**config.mk**
```make
export PLATFORM = sky130hd
export DESIGN_NAME = irq_summary_ctrl
export DESIGN_NICKNAME = d
export VERILOG_FILES = /design/src/rtl/irqsum_pkg.sv /design/src/rtl/irqsum_mask_bank.sv /design/src/rtl/irqsum_read_mux.sv /design/src/rtl/irqsum_prio_enc.sv /design/src/rtl/irq_summary_ctrl.sv
export SDC_FILE = /design/constraint.sdc
export NUM_CORES = 1
export LEC_CHECK = 0
export CAP_MARGIN = 20
export CORE_MARGIN = 2
export CORE_UTILIZATION = 40
export DETAILED_ROUTE_END_ITERATION = 16
export GPL_ROUTABILITY_DRIVEN = 1
export PLACE_DENSITY = 0.78
export SLEW_MARGIN = 15
export SYNTH_ARGS = -nofsm -noshare
export SYNTH_HDL_FRONTEND = slang
export SYNTH_SLANG_ARGS = --single-unit
```
**constraint.sdc**
```tcl
create_clock -name clk -period 1.1 [get_ports clk]
set_input_delay 0.165 -clock clk [delete_from_list [all_inputs] [get_ports clk]]
set_output_delay 0.165 -clock clk [all_outputs]
set_load 0.005 [all_outputs]
```
**src/rtl/irqsum_pkg.sv**
```systemverilog
package irqsum_pkg;
   localparam int unsigned BYTE_BITS = 8;
   typedef enum logic [0:0] {
      PRIO_SCAN  = 1'b0,
      PRIO_ISOL  = 1'b1
   } prio_style_e;
endpackage

```
**src/rtl/irqsum_mask_bank.sv**
```systemverilog
module irqsum_mask_bank #(
   parameter int unsigned NUM_SRC   = 19,
   parameter int unsigned NUM_PORTS = 3,
   parameter int unsigned ADDR_W    = 2
) (
   input  logic               clk,
   input  logic               rst_n,
   input  logic               wr_en,
   input  logic [ADDR_W-1:0]  wr_addr,
   input  logic [7:0]         wr_data,
   output logic [NUM_SRC-1:0] mask
);
   import irqsum_pkg::*;

   generate
      if (NUM_SRC > NUM_PORTS * BYTE_BITS) begin : g_bad_size
         $error("irqsum_mask_bank: too many sources for the port count");
      end
      for (genvar b = 0; b < NUM_SRC; b++) begin : g_bit
         localparam int unsigned PORT = b / BYTE_BITS;
         localparam int unsigned LANE = b % BYTE_BITS;
         always_ff @(posedge clk) begin
            if (!rst_n)
               mask[b] <= 1'b1;
            else if (wr_en && (wr_addr == ADDR_W'(PORT)))
               mask[b] <= wr_data[LANE];
         end
      end
   endgenerate

   AST_MASK_HOLD: assert property (@(posedge clk) disable iff (!rst_n)
      !$past(wr_en) |-> $stable(mask));
   AST_UNUSED_PORT: assert property (@(posedge clk) disable iff (!rst_n)
      ($past(wr_en) && ($past(wr_addr) >= ADDR_W'(NUM_PORTS))) |-> $stable(mask));
endmodule

```
**src/rtl/irqsum_read_mux.sv**
```systemverilog
module irqsum_read_mux #(
   parameter int unsigned NUM_SRC   = 19,
   parameter int unsigned NUM_PORTS = 3,
   parameter int unsigned ADDR_W    = 2
) (
   input  logic [ADDR_W-1:0]  rd_addr,
   input  logic [NUM_SRC-1:0] lines,
   output logic [7:0]         rd_data
);
   import irqsum_pkg::*;
   localparam int unsigned REG_W = NUM_PORTS * BYTE_BITS;

   logic [REG_W-1:0] padded;
   assign padded = REG_W'(lines);

   always_comb begin
      rd_data = '0;
      if (int'(rd_addr) < NUM_PORTS)
         rd_data = padded[int'(rd_addr)*BYTE_BITS +: BYTE_BITS];
   end

   always_comb begin
      if (int'(rd_addr) >= NUM_PORTS)
         AST_RD_UNUSED_ZERO: assert (rd_data == 8'h00);
   end
endmodule

```
**src/rtl/irqsum_prio_enc.sv**
```systemverilog
module irqsum_prio_enc #(
   parameter int unsigned NUM_SRC = 19,
   parameter irqsum_pkg::prio_style_e STYLE = irqsum_pkg::PRIO_SCAN,
   localparam int unsigned IDX_W = $clog2(NUM_SRC)
) (
   input  logic [NUM_SRC-1:0] req,
   output logic               any,
   output logic [IDX_W-1:0]   idx
);
   assign any = |req;

   generate
      if (STYLE == irqsum_pkg::PRIO_SCAN) begin : g_scan
         always_comb begin
            idx = '0;
            for (int i = NUM_SRC - 1; i >= 0; i--)
               if (req[i]) idx = IDX_W'(i);
         end
      end else begin : g_isol
         logic [NUM_SRC-1:0] lowest;
         assign lowest = req & (~req + NUM_SRC'(1));
         always_comb begin
            idx = '0;
            for (int i = 0; i < NUM_SRC; i++)
               if (lowest[i]) idx = idx | IDX_W'(i);
         end
      end
   endgenerate

   always_comb begin
      if (any)
         AST_IDX_IS_SET: assert (req[idx]);
   end
endmodule

```
**src/rtl/irq_summary_ctrl.sv**
```systemverilog
module irq_summary_ctrl #(
   parameter int unsigned NUM_SRC     = 19,
   parameter int unsigned NUM_PORTS   = 3,
   parameter int unsigned CASCADE_BIT = 4,
   parameter irqsum_pkg::prio_style_e PRIO_STYLE = irqsum_pkg::PRIO_SCAN,
   localparam int unsigned ADDR_W = (NUM_PORTS > 1) ? $clog2(NUM_PORTS) : 1,
   localparam int unsigned IDX_W  = $clog2(NUM_SRC)
) (
   input  logic               clk,
   input  logic               rst_n,
   input  logic [ADDR_W-1:0]  io_addr,
   input  logic               io_wr,
   input  logic [7:0]         io_wdata,
   output logic [7:0]         io_rdata,
   input  logic [NUM_SRC-1:0] irq_lines,
   output logic               cpu_irq,
   output logic               pend_valid,
   output logic [IDX_W-1:0]   pend_idx,
   output logic               pend_cascade
);
   generate
      if (CASCADE_BIT >= NUM_SRC) begin : g_bad_cascade
         $error("irq_summary_ctrl: cascade bit outside source range");
      end
   endgenerate

   logic [NUM_SRC-1:0] mask;
   logic [NUM_SRC-1:0] active;
   logic               any_act;
   logic [IDX_W-1:0]   low_idx;

   irqsum_mask_bank #(.NUM_SRC(NUM_SRC), .NUM_PORTS(NUM_PORTS), .ADDR_W(ADDR_W)) u_mask (
      .clk(clk), .rst_n(rst_n), .wr_en(io_wr), .wr_addr(io_addr),
      .wr_data(io_wdata), .mask(mask));

   irqsum_read_mux #(.NUM_SRC(NUM_SRC), .NUM_PORTS(NUM_PORTS), .ADDR_W(ADDR_W)) u_rd (
      .rd_addr(io_addr), .lines(irq_lines), .rd_data(io_rdata));

   assign active = irq_lines & ~mask;

   irqsum_prio_enc #(.NUM_SRC(NUM_SRC), .STYLE(PRIO_STYLE)) u_enc (
      .req(active), .any(any_act), .idx(low_idx));

   always_ff @(posedge clk) begin
      if (!rst_n) begin
         cpu_irq      <= 1'b0;
         pend_valid   <= 1'b0;
         pend_idx     <= '0;
         pend_cascade <= 1'b0;
      end else begin
         cpu_irq      <= |active;
         pend_valid   <= any_act;
         pend_idx     <= low_idx;
         pend_cascade <= any_act && (low_idx == IDX_W'(CASCADE_BIT));
      end
   end

   AST_VALID_TRACKS_IRQ: assert property (@(posedge clk) disable iff (!rst_n)
      pend_valid == cpu_irq);
   AST_IDX_RANGE: assert property (@(posedge clk) disable iff (!rst_n)
      pend_valid |-> (int'(pend_idx) < NUM_SRC));
   AST_CASCADE_ONLY_IDX: assert property (@(posedge clk) disable iff (!rst_n)
      pend_cascade |-> (pend_valid && pend_idx == IDX_W'(CASCADE_BIT)));
   AST_CASCADE_SEEN: assert property (@(posedge clk) disable iff (!rst_n)
      (pend_valid && pend_idx == IDX_W'(CASCADE_BIT)) |-> pend_cascade);
   AST_IRQ_FROM_LINE: assert property (@(posedge clk) disable iff (!rst_n)
      ($past(rst_n) && cpu_irq) |-> ($past(irq_lines) != '0));
endmodule

```
After elaboration in Yosys (flattened, before gate mapping)

Index checks and enable logic that the tools add are counted.

Register bits after elaboration: 26
Latch bits: 0
Memory bits (writable): 0
Memory bits (read-only): 0
Input bits: 32
Output and inout port bits: 16
Memories: 0

$add $sub $neg: 0
$mul: 0
Divide/modulo/power cells: 0
$lt $le $gt $ge: 1
Equal/unequal tests: 3
Shifts and indexed selects: 1
Mux-type cells: 20
Bitwise gates (word level): 2
Reductions and logical operators: 6

Operators with widths:

| operator             | number |
|---|---|
| $mux W5              | 19 |
| $shiftx A24 B6 Y8    | 1 |
| $and A19 B19 Y19     | 1 |
| $not A19 Y19         | 1 |
| $reduce_or A19 Y1    | 1 |
| $mux W8              | 1 |
| $eq A5 B3 Y1 const B | 1 |
| $logic_and A1 B1 Y1  | 4 |
| $eq A2 B1 Y1 const B | 1 |
| $eq A2 B2 Y1 const B | 1 |
| $logic_not A2 Y1     | 1 |
| $lt A2 B2 Y1 const B | 1 |

Logic depth before layout (Yosys ltp)

Gate-level depths: netlist (run 1).

Depth in word-level cells: 23
Gate-level depth with buffers: 5

Cells and area by module

A second synthesis (run 1) with hierarchy kept.

Cell total of the unflattened synthesis: 170
Area total of the unflattened synthesis: 1646.6 um^2

Modules (own cells, without submodules):

| module           | times used | cells each | area an instance (um^2) | sequential area each (um^2) |
|---|---|---|---|---|
| irqsum_mask_bank | 1          | 72         | 809.5                   | 380.4 |
| irq_summary_ctrl | 1          | 41         | 459.2                   | 160.2 |
| irqsum_prio_enc  | 1          | 38         | 216.5                   | 0.0 |
| irqsum_read_mux  | 1          | 19         | 161.4                   | 0.0 |

Least setup slack after synthesis (run 1)

OpenSTA, ideal clock, no wires.

Path kind: register -> register
Start point: register u_mask.mask[8]
End point: register pend_valid
Arrival: 0.997 ns
Path slack: -0.038 ns
Stages on the path, launching flop included: 6
Path buffers: 0
Clock period less this slack: 1.138 ns
Cell sequence: dfxtp_1 -> nor2b_4 -> nor4_4 -> nand3_2 -> nor2_1 -> a41oi_1

Cells in the longest elaborated chain, start to end: 3

Ends and longest elaborated chain:

| what                              | line                   | RTL |
|---|---|---|
| from (decl)                       | irqsum_mask_bank.sv:11 | `output logic [NUM_SRC-1:0] mask` |
| from (signal, indexed assignment) | irqsum_mask_bank.sv:26 | `mask[b] <= wr_data[LANE];` |
| $not A19 Y19                      | irq_summary_ctrl.sv:39 | `assign active = irq_lines & ~mask;` |
| $and A19 B19 Y19                  | irq_summary_ctrl.sv:39 |  |
| $reduce_or A19 Y1                 | irqsum_prio_enc.sv:10  | `assign any = \|req;` |
| to (signal assigned)              | irq_summary_ctrl.sv:52 | `pend_valid <= any_act;` |
| to (decl)                         | irq_summary_ctrl.sv:17 | `output logic pend_valid,` |

No other way between the ends.
A chain may end at the register's enable or synchronous reset.

Final worst setup path (run 1)

Start point: register u_mask.mask[11]
End point: register pend_valid

The elaborated chain is that of the path after synthesis.

==> results of run 1 <==
[path summary, 6_finish.rpt]
kind                                 startpoint               to  slack (ns)  cells past startpoint
worst min register to register  u_mask.mask[13]  u_mask.mask[13]        0.48                      2
worst max register to register  u_mask.mask[11]       pend_valid       -0.19                      5
worst max-delay path            u_mask.mask[11]       pend_valid       -0.19                      5
worst min-delay path              irq_lines[18]       pend_valid        0.33                      3
[sequential cells by signal (all words and copies together) (netlist names)]
| signal | cells |
|---|---|
| pend_cascade | 1 |
| pend_idx | 5 |
| pend_valid | 1 |
| u_mask.mask | 19 |
[layer usage]
layer	up-vias	routed length, microns	track usage
li1	733	-	-
met1	682	1610	0.247
met2	48	1980	0.358
met3	4	223	0.0378
met4	0	34	0.0361
met5	-	0	0
[stage by stage]
stage               power, mW  std cells  hold slack [ns]  utilization  setup TNS, ns
global placement         1.60        285            0.446        0.615         -15.62
global route             2.20        292            0.361        0.656          -1.12
finish                   2.09        292            0.333        0.656         -0.763
detailed placement       1.62        285            0.457        0.615         -16.53
CTS                      2.07        291            0.420        0.640         -0.839
floorplan                1.29        176            0.289            -        -0.0115
[cells in the mapped netlist (2+ instances only)]
master    number  area share
nand3_1       12       0.044
nor2_1        14       0.038
and2b_1        2       0.011
nor2b_4        2       0.020
clkbuf_1       2      0.0055
inv_1          8       0.022
buf_2          4       0.015
a31oi_1        2      0.0091
o21ai_1        7       0.026
o211ai_1       4       0.022
nand2_1       39        0.11
nor3b_2        2       0.018
a21oi_1        9       0.033
nor2b_1        9       0.041
mux2i_1        9       0.066
nand2b_1       4       0.018
nor3_1         2      0.0073
dfxtp_1       26        0.38
o21ai_0        3       0.011
[tightest hold or removal path: cells and delay by family]
family	cells	cell delay (ns)
compound gates	2	0.32
buf+inv	1	0.13
[cells by family after synthesis]
group,Yosys count,share of synthesized area
compound gates,31,0.137
buf+inv,16,0.0503
flops,26,0.381
mux,9,0.0659
simple gates,94,0.366
[cell type report]
| type | instances | area, sq um |
|---|---|---|
| fillers | 317 | 1140 |
| multi-input cells | 134 | 882 |
| repair buffers | 73 | 629 |
| flip-flops and latches | 26 | 532 |
| well taps | 46 | 57.6 |
| clock buffers | 4 | 36.3 |
| inverters | 9 | 33.8 |
[power groups by stage]
stage	clock network (mW)	registers, mW	logic, mW
finish	0.478	1.03	0.578
CTS	0.489	1.03	0.555
global placement	0	1.04	0.564
detailed placement	0	1.04	0.572
global route	0.533	1.04	0.630
floorplan	0	1.04	0.247
[timing repair]
item | in CTS | in global routing
resized for setup | 79 | 23
endpoints found under the setup margin | 36 | 24
pin swaps | 11 | 7
buffers inserted | 2 | 1
endpoints found under the hold margin | 0 | 0
==> flow_metrics.tcl, run 1 <==
set metrics [dict create \
    cp_max_fo 3 \
    area_delta_synth_final_pct 58.7 \
    routed-via-count 1467 \
    coreArea_sq_um 3310 \
    cts_tree "done" \
    pwr-share-seq 0.494 \
    clockBufferDepth 2 \
    fin_area_sq_um 2170 \
    drt_iter0_drc 76 \
    place_area_sq_um 2040 \
    grt_usage 0.198 \
    layout_common_cells "nand2_1 (38), buf_4 (24), dlygate4sd2_1 (18)" \
    dp_hpwl_microns 2960 \
    mostFrequentLayoutCell "nand2_1" \
    final_nets 279 \
    yosys_most_used_dff "dfxtp_1" \
    wl_per_cell_microns 13.2 \
    ant_nets 0 \
    cts.htree.levels 1 \
    max_clock_freq_ghz 0.774 \
    p_per_area_nw_per_um2 960 \
    drive_gt1_frac 0.309 \
    syn_avg_cell_area_sq_um 7.77 \
    fp.dieH_microns 62.5 \
    slew_violations 0 \
    first_pass_iters 4 \
    p_switching_mw 0.562 \
    grt_pass1_vias 1378 \
    cp-end-kind "flop" \
    rsz0062_at_grt "yes" \
    cts_buffers 3 \
    tritoncts_num_sinks 26 \
    clk-insertion-delay-late_ns 0.32 \
    route.detailed.drc 0 \
    final_hold_viol_count 0 \
    drv_cap 0 \
    violations "setup timing" \
    combPwrFrac 0.277 \
    syn-num-nets 208 \
    ys_seq_area_frac 0.381 \
    gp_congestion 0.875 \
    synth_warnings 0 \
    crit_chain "and2b_2, nor4_4, nand3_2, nor2_2, a41oi_1" \
    max_slew.worst_pin.slew_ns 0.320 \
    fp.dieW_microns 62.5 \
    syn_area_sq_um 1370 \
    routed_wl_microns 3860 \
    antenna_found_initial 0 \
    io_pins 48 \
    min_period_over_period 1.17 \
    place_ws_ns -0.656 \
    vdd_ir_drop_max_v 0.000928 \
    rows 21 \
    grt_overflow 0 \
    async_reset_ff_frac 0 \
    hold_path.class "input pin to flop" \
    grt_start_max_net_pins 15 \
    worstSetupPathType "flop to flop" \
    vias_per_cell 5.02 \
    p_leak_nw 1.08 \
    p_int_mw 1.52 \
    yosys.cell_types.count 35 \
    path_delay_family "simple AND/OR/NAND/NOR gates" \
    startpoint_type "flop" \
    cp_slowest_stage_delay_ns 0.36 \
    skew_ns 0.00800 \
    switching_share 0.270 \
    synthCells 176 \
    fin_ws_ns -0.192 \
    numPortBuffers 47 \
    status "finished, violations left" \
    synth_enable_flop_cells 0 \
    dieArea_sq_um 3900 \
    relSlewSlack 0.784 \
    crit_required_ns 1.30 \
    hold_buffers 0 \
    critPathSlowestCell "dfxtp_2" \
    root_buffer "clkbuf_4" \
    clkTransAtPathRegs_ns 0.14 \
    grt_first_pass_wirelength_microns 6350 \
    n_antenna_cell 0 \
    clock_power_share 0.229 \
    crit_arrival_ns 1.49 \
    cp.buffers_inverters 0 \
    layout_min_cycle_time_ns 1.29 \
    initial_utilization 0.413 \
    setup_viol 7 \
    ys_ff_latch 26 \
]
Note: power is estimated with default switching activity, not from simulation.
==> run 2, diff against run 1 <==
--- a/config.mk
+++ b/config.mk
@@ -5,7 +5,8 @@
 export SDC_FILE = /design/constraint.sdc
 export NUM_CORES = 1
 export LEC_CHECK = 0
-export CAP_MARGIN = 20
+export ABC_AREA = 0
+export CAP_MARGIN = 25
 export CORE_MARGIN = 2
 export CORE_UTILIZATION = 40
 export DETAILED_ROUTE_END_ITERATION = 16
==> results of run 2 <==
Same layout as run 1: the final DEF is identical, and so are final timing and power.
